### config.mk
export PLATFORM = sky130hd
export DESIGN_NAME = i2chs_mode_tracker
export DESIGN_NICKNAME = d
export VERILOG_FILES = /design/src/rtl/i2chs_pkg.sv /design/src/rtl/i2chs_glitch_filter.sv /design/src/rtl/i2chs_cond_detect.sv /design/src/rtl/i2chs_byte_framer.sv /design/src/rtl/i2chs_mode_ctrl.sv /design/src/rtl/i2chs_mode_tracker.sv
export SDC_FILE = /design/constraint.sdc
export NUM_CORES = 1
export LEC_CHECK = 0
export ABC_AREA = 1
export BUFFER_PORTS_ARGS = -buffer_cell sky130_fd_sc_hd__buf_2
export CORE_MARGIN = 2
export CORE_UTILIZATION = 23
export CTS_BUF_LIST = sky130_fd_sc_hd__clkbuf_4
export DETAILED_ROUTE_END_ITERATION = 7
export SYNTH_ARGS = -nofsm -noshare
export SYNTH_HDL_FRONTEND = slang
export SYNTH_SLANG_ARGS = --single-unit
### constraint.sdc
create_clock -name clk -period 1.3 [get_ports clk]
set_input_delay 0 -clock clk [delete_from_list [all_inputs] [get_ports clk]]
set_output_delay 0 -clock clk [all_outputs]
set_load 0.01 [all_outputs]
### src/rtl/i2chs_pkg.sv
package i2chs_pkg;

    // Bus events derived from the filtered lines, one system cycle wide.
    typedef struct packed {
        logic start;
        logic stop;
        logic scl_rise;
        logic scl_fall;
    } bus_evt_t;

    localparam logic [4:0] MC_PREFIX = 5'b00001;

endpackage

### src/rtl/i2chs_glitch_filter.sv
module i2chs_glitch_filter #(
    parameter int FS_LEN = 12,
    parameter int HS_LEN = 2,
    parameter int SYNC   = 2
) (
    input  logic clk,
    input  logic rst_n,
    input  logic hs_i,
    input  logic raw_i,
    output logic filt_o
);
    localparam int CW = $clog2(FS_LEN + 1);

    typedef struct packed {
        logic [SYNC-1:0] sync;
        logic [CW-1:0]   cnt;
        logic            filt;
    } flt_state_t;

    flt_state_t st_q, st_d;
    logic [CW-1:0] lim;
    logic          smp;

    assign lim = hs_i ? CW'(HS_LEN - 1) : CW'(FS_LEN - 1);
    assign smp = st_q.sync[SYNC-1];

    always_comb begin
        st_d      = st_q;
        st_d.sync = {st_q.sync[SYNC-2:0], raw_i};
        if (smp == st_q.filt) begin
            st_d.cnt = '0;
        end else if (st_q.cnt >= lim) begin
            st_d.filt = smp;
            st_d.cnt  = '0;
        end else begin
            st_d.cnt = st_q.cnt + 1'b1;
        end
    end

    always_ff @(posedge clk or negedge rst_n) begin
        if (!rst_n) begin
            st_q.sync <= '1;
            st_q.cnt  <= '0;
            st_q.filt <= 1'b1;
        end else begin
            st_q <= st_d;
        end
    end

    assign filt_o = st_q.filt;

    AST_FILT_HOLD: assert property (@(posedge clk) disable iff (!rst_n)
        (smp == st_q.filt) |=> $stable(st_q.filt));

endmodule

### src/rtl/i2chs_cond_detect.sv
module i2chs_cond_detect
    import i2chs_pkg::*;
(
    input  logic     clk,
    input  logic     rst_n,
    input  logic     scl_f_i,
    input  logic     sda_f_i,
    output bus_evt_t evt_o
);
    typedef struct packed {
        logic     scl;
        logic     sda;
        bus_evt_t evt;
    } cd_state_t;

    cd_state_t st_q, st_d;

    always_comb begin
        st_d              = st_q;
        st_d.scl          = scl_f_i;
        st_d.sda          = sda_f_i;
        st_d.evt.start    = st_q.scl & scl_f_i & st_q.sda & ~sda_f_i;
        st_d.evt.stop     = st_q.scl & scl_f_i & ~st_q.sda & sda_f_i;
        st_d.evt.scl_rise = ~st_q.scl & scl_f_i;
        st_d.evt.scl_fall = st_q.scl & ~scl_f_i;
    end

    always_ff @(posedge clk or negedge rst_n) begin
        if (!rst_n) begin
            st_q.scl <= 1'b1;
            st_q.sda <= 1'b1;
            st_q.evt <= '0;
        end else begin
            st_q <= st_d;
        end
    end

    assign evt_o = st_q.evt;

endmodule

### src/rtl/i2chs_byte_framer.sv
module i2chs_byte_framer
    import i2chs_pkg::*;
(
    input  logic       clk,
    input  logic       rst_n,
    input  bus_evt_t   evt_i,
    input  logic       sda_f_i,
    input  logic       ack_en_i,
    output logic       done_o,
    output logic       first_o,
    output logic [7:0] byte_o,
    output logic       sda_pull_o
);
    typedef struct packed {
        logic       busy;
        logic [3:0] bitcnt;
        logic [7:0] shreg;
        logic       first;
        logic       done;
        logic       ack_arm;
        logic       pull;
    } fr_state_t;

    fr_state_t st_q, st_d;

    always_comb begin
        st_d      = st_q;
        st_d.done = 1'b0;
        if (st_q.done) begin
            st_d.ack_arm = ack_en_i;
        end
        if (evt_i.start) begin
            st_d.busy    = 1'b1;
            st_d.bitcnt  = '0;
            st_d.first   = 1'b1;
            st_d.pull    = 1'b0;
            st_d.ack_arm = 1'b0;
        end else if (evt_i.stop) begin
            st_d.busy    = 1'b0;
            st_d.bitcnt  = '0;
            st_d.pull    = 1'b0;
            st_d.ack_arm = 1'b0;
        end else if (st_q.busy) begin
            if (evt_i.scl_rise) begin
                if (st_q.bitcnt < 4'd8) begin
                    st_d.shreg  = {st_q.shreg[6:0], sda_f_i};
                    st_d.done   = (st_q.bitcnt == 4'd7);
                    st_d.bitcnt = st_q.bitcnt + 4'd1;
                end else if (st_q.bitcnt == 4'd8) begin
                    st_d.bitcnt = 4'd9;
                end
            end
            if (evt_i.scl_fall) begin
                if (st_q.bitcnt == 4'd8) begin
                    st_d.pull = st_q.ack_arm;
                end else if (st_q.bitcnt == 4'd9) begin
                    st_d.pull    = 1'b0;
                    st_d.bitcnt  = '0;
                    st_d.first   = 1'b0;
                    st_d.ack_arm = 1'b0;
                end
            end
        end
    end

    always_ff @(posedge clk or negedge rst_n) begin
        if (!rst_n) begin
            st_q <= '0;
        end else begin
            st_q <= st_d;
        end
    end

    assign done_o     = st_q.done;
    assign first_o    = st_q.first;
    assign byte_o     = st_q.shreg;
    assign sda_pull_o = st_q.pull;

    AST_PULL_AFTER_FALL: assert property (@(posedge clk) disable iff (!rst_n)
        $rose(st_q.pull) |-> $past(evt_i.scl_fall));
    AST_NO_PULL_IDLE: assert property (@(posedge clk) disable iff (!rst_n)
        !st_q.busy |-> !st_q.pull);

endmodule

### src/rtl/i2chs_mode_ctrl.sv
module i2chs_mode_ctrl
    import i2chs_pkg::*;
#(
    parameter logic [6:0] ADDR = 7'h2C
) (
    input  logic       clk,
    input  logic       rst_n,
    input  logic       start_i,
    input  logic       stop_i,
    input  logic       done_i,
    input  logic       first_i,
    input  logic [7:0] byte_i,
    output logic       ack_en_o,
    output logic       hs_o,
    output logic       mc_seen_o,
    output logic       ctrl_valid_o,
    output logic [7:0] ctrl_byte_o
);
    typedef struct packed {
        logic       hs;
        logic       sel_wr;
        logic       mc;
        logic       cv;
        logic [7:0] ctrl;
    } md_state_t;

    md_state_t st_q, st_d;
    logic      is_mc;
    logic      addr_hit;

    assign is_mc    = (byte_i[7:3] == MC_PREFIX);
    assign addr_hit = (byte_i[7:1] == ADDR);

    always_comb begin
        st_d     = st_q;
        st_d.mc  = 1'b0;
        st_d.cv  = 1'b0;
        ack_en_o = 1'b0;
        if (stop_i) begin
            st_d.hs     = 1'b0;
            st_d.sel_wr = 1'b0;
        end else if (start_i) begin
            st_d.sel_wr = 1'b0;
        end else if (done_i) begin
            if (first_i && !st_q.hs && is_mc) begin
                st_d.hs     = 1'b1;
                st_d.mc     = 1'b1;
                st_d.sel_wr = 1'b0;
            end else if (first_i) begin
                st_d.cv     = 1'b1;
                st_d.ctrl   = byte_i;
                ack_en_o    = addr_hit;
                st_d.sel_wr = addr_hit & ~byte_i[0];
            end else begin
                ack_en_o = st_q.sel_wr;
            end
        end
    end

    always_ff @(posedge clk or negedge rst_n) begin
        if (!rst_n) begin
            st_q <= '0;
        end else begin
            st_q <= st_d;
        end
    end

    assign hs_o         = st_q.hs;
    assign mc_seen_o    = st_q.mc;
    assign ctrl_valid_o = st_q.cv;
    assign ctrl_byte_o  = st_q.ctrl;

    AST_HS_DROP_STOP: assert property (@(posedge clk) disable iff (!rst_n)
        stop_i |=> !st_q.hs);
    AST_HS_HOLD_SR: assert property (@(posedge clk) disable iff (!rst_n)
        (start_i && st_q.hs) |=> st_q.hs);
    AST_PULSE_EXCL: assert property (@(posedge clk) disable iff (!rst_n)
        !(st_q.mc && st_q.cv));
    AST_MC_ONLY_FS: assert property (@(posedge clk) disable iff (!rst_n)
        $rose(st_q.mc) |-> $rose(st_q.hs));

endmodule

### src/rtl/i2chs_mode_tracker.sv
module i2chs_mode_tracker
    import i2chs_pkg::*;
#(
    parameter logic [6:0] ADDR   = 7'h2C,
    parameter int         FS_LEN = 12,
    parameter int         HS_LEN = 2,
    parameter int         SYNC   = 2
) (
    input  logic       clk,
    input  logic       rst_n,
    input  logic       scl_i,
    input  logic       sda_i,
    output logic       sda_pull_o,
    output logic       hs_mode_o,
    output logic       master_code_seen_o,
    output logic       ctrl_valid_o,
    output logic [7:0] ctrl_byte_o
);
    localparam int NLINES = 2;

    logic [NLINES-1:0] raw_lines;
    logic [NLINES-1:0] filt_lines;
    logic              hs;
    bus_evt_t          evt;
    logic              done;
    logic              first;
    logic [7:0]        rx_byte;
    logic              ack_en;

    assign raw_lines = {sda_i, scl_i};

    for (genvar g = 0; g < NLINES; g++) begin : g_line
        i2chs_glitch_filter #(
            .FS_LEN(FS_LEN),
            .HS_LEN(HS_LEN),
            .SYNC  (SYNC)
        ) u_filt (
            .clk   (clk),
            .rst_n (rst_n),
            .hs_i  (hs),
            .raw_i (raw_lines[g]),
            .filt_o(filt_lines[g])
        );
    end

    i2chs_cond_detect u_cond (
        .clk    (clk),
        .rst_n  (rst_n),
        .scl_f_i(filt_lines[0]),
        .sda_f_i(filt_lines[1]),
        .evt_o  (evt)
    );

    i2chs_byte_framer u_frame (
        .clk       (clk),
        .rst_n     (rst_n),
        .evt_i     (evt),
        .sda_f_i   (filt_lines[1]),
        .ack_en_i  (ack_en),
        .done_o    (done),
        .first_o   (first),
        .byte_o    (rx_byte),
        .sda_pull_o(sda_pull_o)
    );

    i2chs_mode_ctrl #(
        .ADDR(ADDR)
    ) u_mode (
        .clk         (clk),
        .rst_n       (rst_n),
        .start_i     (evt.start),
        .stop_i      (evt.stop),
        .done_i      (done),
        .first_i     (first),
        .byte_i      (rx_byte),
        .ack_en_o    (ack_en),
        .hs_o        (hs),
        .mc_seen_o   (master_code_seen_o),
        .ctrl_valid_o(ctrl_valid_o),
        .ctrl_byte_o (ctrl_byte_o)
    );

    assign hs_mode_o = hs;

    AST_MC_NO_ACK: assert property (@(posedge clk) disable iff (!rst_n)
        master_code_seen_o |-> !sda_pull_o);

endmodule

==> flow_summary.toml, run 1 <==
[logic_synthesis]
netlist_area_um2 = 2280
synth_warnings = 0
yosys.area_share.simple_pct = 20.3
ys_seq_elements = 49
synth_nets = 253
synth-xor-area-share_pct = 1.54
avgSynthCellArea_um2 = 9.51
ys_seq_area_share_pct = 54.2
synth_top_family_by_area = "simple AND/OR/NAND/NOR gates"
synth_compound_area_share_pct = 10.3
synthDistinctLibCells = 29
postSynthCellCount = 240
synth_top_area_share_pct = 45.0
muxShareOfSynthArea_pct = 0
yosys-top-cells-area = "dfrtp_1, dfstp_2, nand2_1"
synth.largest_area_cell = "dfrtp_1"
synth_adder_area_share_pct = 4.93

[cells_and_area]
final_util_pct = 29.1
area_delta_synth_final_pct = 23.5
fin_nets = 284
antenna_cells = 0
drive_above_1_share_pct = 33.5
fin_area_um2 = 2820

[sta]
fmax_mhz = 748
fin_crit_ps = 1340
slew_headroom_pct = 71.8
setup_viol = 5
hold_violations = 0
finClkSkew_ps = 16.9
tns_ps = -120
finalCritPeriodShare_pct = 103
finalMaxSlewViolations = 0
fin_ws_ps = -37.2
worst_slew_pin_slew_ps = 423
rsz0062_at_grt = "true"

[die]
die-area_um2 = 10700
core_um2 = 9680
pin_count = 16
dieHeight_um = 104
die_x_um = 104
start_util_pct = 23.6
placementRows = 36

[critical_path]
r2r_setup_slack_ps = -40
cpMaxStageDelayCell = "dfrtp_2"
r2r-end = "g_line[1].u_filt.filt_o"
cp_cell_sequence = "ha_1 -> a21oi_2 -> o21ai_4 -> o21ai_0"
required_ps = 1570
cp-startpoint = "u_mode.hs_o"
cp-end-kind = "register"
worstPathArrival_ps = 1610
cp_max_fo = 7
cpPeakStageDelay_ps = 510
reg2regPathDepth = 4
crit_path_start_kind = "register"
worstSetupPathType = "register to register"
crit_buf_inv = 0
crit-reg2reg-launch = "u_mode.hs_o"
cp_top_family = "flip-flops"

[power]
power.density_nw_per_um2 = 940
leakage_uw = 0.00129
internal_power_uw = 2060
switching_share_pct = 22.3
p_sw_uw = 590
p_comb_share_pct = 5.6
seq_power_share_pct = 61.1
clkPwrFrac_pct = 33.3
vdd_drop_max_v = 0.000523

[global_routing]
track_usage_pct = 7.88
overflow = 0
grt_max_degree = 33
grt_pass1_vias = 1669
antenna_found_initial = 0
grt_pass1_wl_um = 7210

[placed_design]
dpl_cell_area_um2 = 2570
dp_hpwl_um = 2950
port_buffers = 15
globalplace.congestion = 0.761

[routing]
vias_per_cell = 3.91
vias = 1582
routedWlPerCell_um = 10.0
drt_first_pass_iters = 4
wirelength_um = 4070
drt_iter0_drc = 65
antenna_left = 0
drc = 0

[run_status]
violations = "setup timing"
status = "finished, violations left"

[cts]
clk_latency_ps = 350
clock_sinks = 49
cts_root_buf = "clkbuf_4"
clock_path_buffers = 2
cts_tree = "built"
clk_pin_slew_worst_paths_ps = 150
cts_buffers = 5
cts.htree.levels = 2

[worst_hold_path]
hold_class = "input port to asynchronous set/reset pin"

[run]
cap_violations = 0
## Yosys cell counts
| master | count |
|---|---|
| a21oi_1 | 5 |
| a21oi_2 | 1 |
| a22oi_1 | 1 |
| a31o_2 | 2 |
| a31oi_1 | 1 |
| buf_4 | 8 |
| buf_6 | 2 |
| dfrtp_1 | 41 |
| dfstp_2 | 8 |
| ha_1 | 9 |
| inv_1 | 29 |
| inv_2 | 1 |
| inv_4 | 1 |
| nand2_1 | 51 |
| nand2_2 | 1 |
| nand2_4 | 1 |
| nand3_1 | 11 |
| nand4_1 | 3 |
| nor2_1 | 23 |
| nor2_4 | 2 |
| nor2_8 | 1 |
| nor3_1 | 7 |
| nor3_2 | 1 |
| nor4_1 | 1 |
| o211ai_1 | 1 |
| o21ai_0 | 11 |
| o21ai_1 | 2 |
| o21ai_2 | 11 |
| xnor2_1 | 4 |
## logic make-up after synthesis
kind of cell	count (synthesis)
AND/OR/NAND/NOR	102
flip-flops	49
buffers and inverters	41
AO/OA/AOI/OAI	35
adder cells (fa/ha/maj)	9
XOR/XNOR	4
## power groups by stage
stage	Sequential (uW)	Clock [uW]	Combinational, uW
2_1_floorplan	1630	0	70.5
3_3_place_gp	1640	0	122
3_5_place_dp	1640	0	128
4_1_cts	1610	917	142
5_1_grt	1630	982	174
6_report	1620	883	148
## timing repair
| item | 4_1_cts | 5_1_grt |
|---|---|---|
| gates resized for setup | 5 | 22 |
| pin swaps | 2 | 6 |
| hold buffers | 3 | 0 |
| setup endpoints to repair | 12 | 27 |
| setup buffers | 2 | 1 |
| endpoints found under the hold margin | 49 | 0 |
## flip-flops by register name, summed over array words and instances (netlist names), 2 cells and up
name / cells
g_line.u_filt.filt_o: 2
u_frame.byte_o: 8
u_cond.evt_o: 4
u_frame.st_q: 6
u_cond.st_q: 2
u_mode.ctrl_byte_o: 8
g_line.u_filt.st_d: 2
g_line.u_filt.st_q: 8
g_line.u_filt.smp: 2
## metal layers
layer  global-route usage (%)  up-vias  part of all wire (%)
met5                        0        -                     0
met4                     1.45        0                  0.37
met3                     2.33        2                   3.3
met2                     13.7       24                    48
met1                     9.76      731                    48
li1                         -      825                     -
## stage by stage
stage	worst slack, ps	hold WS, ps	std cells	power (uW)
3_3_place_gp	2.97	-42.3	391	1760
6_report	-37.2	104	405	2650
4_1_cts	-29.7	109	404	2670
2_1_floorplan	54.6	-296	240	1700
5_1_grt	-105	91.5	405	2780
3_5_place_dp	-38.8	-34.9	391	1770
## final cells by class
type | count | area, um^2
Timing Repair Buffer | 34 | 250
Clock buffer | 6 | 45.0
Tap cell | 133 | 166
Clock inverter | 2 | 33.8
Fill cell | 1006 | 6870
Sequential cell | 49 | 1240
Multi-Input combinational cell | 150 | 967
Inverter | 31 | 119
## cell usage in the layout (no fill, tap or decap)
master and instances:
a21oi_1 1, dfrtp_2 1, inv_2 2, nand3_1 9
buf_2 15, nor2_1 20, a31o_2 2, nand4_1 3
nor3_1 4, nand2_4 1, nand3_2 2, dlygate4sd3_1 3
clkinv_1 1, nand2_1 49, nor2_2 3, o211ai_1 1
nor3_2 4, nand2_2 3, clkbuf_4 6, dfrtp_1 40
a21oi_2 5, ha_1 6, a22oi_1 1, o21ai_2 12
nor2_4 2, xnor2_1 4, buf_4 14, a31oi_1 1
buf_12 2, bufinv_16 1, inv_1 28, o21ai_1 4
o21ai_4 2, nor2_8 1, inv_4 1, ha_4 3
o21ai_0 6, nor4_2 1, dfstp_2 8
## worst max-delay path by stage
stage / depth (start not counted) / endpoint / slack, ps
4_1_cts: 5 / g_line[1].u_filt.filt_o / -30
5_1_grt: 4 / g_line[1].u_filt.filt_o / -110
2_1_floorplan: 4 / g_line[0].u_filt.filt_o / 50
3_5_place_dp: 5 / g_line[0].u_filt.filt_o / -40
6_report: 4 / g_line[1].u_filt.filt_o / -40
3_3_place_gp: 5 / g_line[1].u_filt.filt_o / 3
No activity file was read; power rests on OpenSTA's default activity.
==> inputs of run 2 (changes only) <==
ABC_AREA = unset   (was 1)
clock period = 1.1 ns   (was 1.3 ns; I/O delays follow)
==> run 2 against run 1 <==
The run still ends with setup timing left. Sequential power grew 17%. Clock skew fell by 5.0 ps. Clock power up 1%. Hold slack gained 14 ps. Synthesized cell count is 31% lower. Wire length fell by 2.8%. Total power grew 13%. Sequential cell count stayed put. Maximum frequency is 17% lower. Clock-buffer cell count decreased by 1. Highest routed layer unchanged.
==> flow_summary.toml, run 2 <==
[run_status]
status = "finished, violations left"
violations = "setup timing"

[cells_and_area]
area_delta_synth_final_pct = 37.0
final_common_cell = "dfrtp_1"
fin_nets = 236
fin_area_um2 = 2900
final_util_pct = 32.0
drive_above_1_share_pct = 53.6
nFillCells = 888
final_cell_mix = "dfrtp_1, buf_4, buf_2"
antenna_cells = 0

[critical_path]
cp_cell_sequence = "or3b_4 -> nor4_4 -> nor3_4 -> mux2_1"
cpPeakStageDelay_ps = 420
cp-end-kind = "register"
crit_path_start_kind = "register"
cpMaxStageDelayCell = "dfrtp_1"
required_ps = 1380
crit-reg2reg-launch = "u_frame.byte_o[7]"
cp-startpoint = "u_frame.byte_o[7]"
worstSetupPathType = "register to register"
worstPathArrival_ps = 1900
cp_max_fo = 9

[global_routing]
grt_pass1_vias = 1473
grt_pass1_wl_um = 6840
grt_max_degree = 50
antenna_found_initial = 0
overflow = 0
track_usage_pct = 8.55

[cts]
clk_pin_slew_worst_paths_ps = 160
cts.htree.levels = 2
clk_latency_ps = 370
cts_buffers = 5
clock_path_buffers = 2
clock_sinks = 49
cts_root_buf = "clkbuf_4"
cts_tree = "built"

[power]
vdd_drop_max_v = 0.000515
power.density_nw_per_um2 = 1030
leakage_uw = 0.00142
finalPower_uw = 3000

[logic_synthesis]
avgSynthCellArea_um2 = 12.8
netlist_area_um2 = 2120
postSynthCellCount = 165
synthDistinctLibCells = 39
ys_seq_elements = 49
ys_seq_area_share_pct = 58.4
yosys-top-cells-area = "dfrtp_1, dfstp_2, mux2_2"
async_flop_share_pct = 100
synth_nets = 178
post-synth-top-count-cell = "dfrtp_1"
synth_top_area_share_pct = 48.4
ys_top_cells_by_count = "dfrtp_1, mux2_2, nor2_1"
dominantRegCellSynth = "dfrtp_1"
synth_edf_count = 0
synth.largest_area_cell = "dfrtp_1"
synth_warnings = 0

[placed_design]
place_ws_ps = -519
globalplace.congestion = 0.702
dpl_cell_area_um2 = 2700
dp_hpwl_um = 2780
port_buffers = 15

[routing]
wirelength_um = 3950
drt_first_pass_iters = 4
vias = 1400
routedWlPerCell_um = 11.8
dr_wl_met3_um = 119
antenna_left = 0
drt_iter0_drc = 24
highest_layer = "met4"
met1_length_um = 1870
wl_met2_um = 1940
vias_per_cell = 4.18
drc = 0

[sta]
worst_slew_pin_slew_ps = 442
finalCritPeriodShare_pct = 147
setup_viol = 39
tns_ps = -12540
finClkSkew_ps = 12.0
finalMaxSlewViolations = 0
fmax_mhz = 618
slew_headroom_pct = 70.4
rsz0062_at_grt = "true"
fin_ws_ps = -518
hold_violations = 0
fin_crit_ps = 1620

[die]
placementRows = 35
pin_count = 16
die-area_um2 = 9990
core_um2 = 9060
dieHeight_um = 100
die_x_um = 100
start_util_pct = 23.4

[run]
cap_violations = 0

[worst_hold_path]
hold_class = "input port to asynchronous set/reset pin"
==> run 2: timing repair <==
item	4_1_cts	5_1_grt
endpoints found under the hold margin	51	0
endpoints found under the setup margin	39	39
pin swaps	8	7
gates resized for setup	19	7
hold buffers	3	0
buffers inserted	2	4
==> run 2: final cells by class <==
| class | instances | area (um^2) | area share (%) |
|---|---|---|---|
| Timing Repair Buffer | 61 | 478 | 16.5 |
| Clock inverter | 3 | 26.3 | 0.906 |
| Inverter | 5 | 18.8 | 0.647 |
| Multi-Input combinational cell | 101 | 963 | 33.2 |
| Clock buffer | 5 | 37.5 | 1.29 |
| Tap cell | 111 | 139 | 4.79 |
| Sequential cell | 49 | 1240 | 42.7 |
==> run 2: logic make-up (layout without fill, tap and decap cells) <==
kind of cell / Yosys count / after routing / synth area share [%]
adder cells (fa/ha/maj): 9 / 9 / 5.32
buffers and inverters: 15 / 74 / 4.13
AO/OA/AOI/OAI: 19 / 19 / 5.79
XOR/XNOR: 7 / 7 / 2.89
multiplexers: 17 / 17 / 9.04
AND/OR/NAND/NOR: 49 / 49 / 14.5
flip-flops: 49 / 49 / 58.4
==> run 2: final timing paths <==
| kind | to | cells past startpoint | slack, ps |
|---|---|---|---|
| min in group clk | g_line[0].u_filt.st_d[6] | 2 | 260 |
| hold reg to reg | g_line[0].u_filt.smp | 0 | 370 |
| setup reg to reg | u_mode.ctrl_byte_o[0] | 4 | -520 |
| max in group asynchronous | g_line[1].u_filt.filt_o | 3 | 700 |
| setup / recovery | u_mode.ctrl_byte_o[0] | 4 | -520 |
| hold / removal | u_mode.ctrl_byte_o[5] | 3 | 120 |
==> run 2: metal layers <==
layer / vias up / GRT usage, %
li1: 683 / -
met3: 3 / 2.37
met2: 20 / 14.6
met4: 0 / 2.53
met5: - / 0
met1: 694 / 10.6
==> run 2: power by group <==
part | internal, uW | total [uW] | switching, uW
Clock | 265 | 895 | 630
Sequential | 1860 | 1890 | 35.8
Combinational | 111 | 214 | 103
Total | 2230 | 3000 | 768
==> run 2: through the flow <==
step                cells  hold slack (ps)
floorplan             165             -296
CTS                   332              104
finish                335              119
detailed placement    320             8.19
global route          335             92.3
global placement      320             3.72
==> run 2: worst max-delay path: cells and delay by family (launching register included) <==
| family | cells | cell delay, ps |
|---|---|---|
| flip-flops | 1 | 420 |
| multiplexers | 1 | 330 |
| AND/OR/NAND/NOR | 3 | 760 |
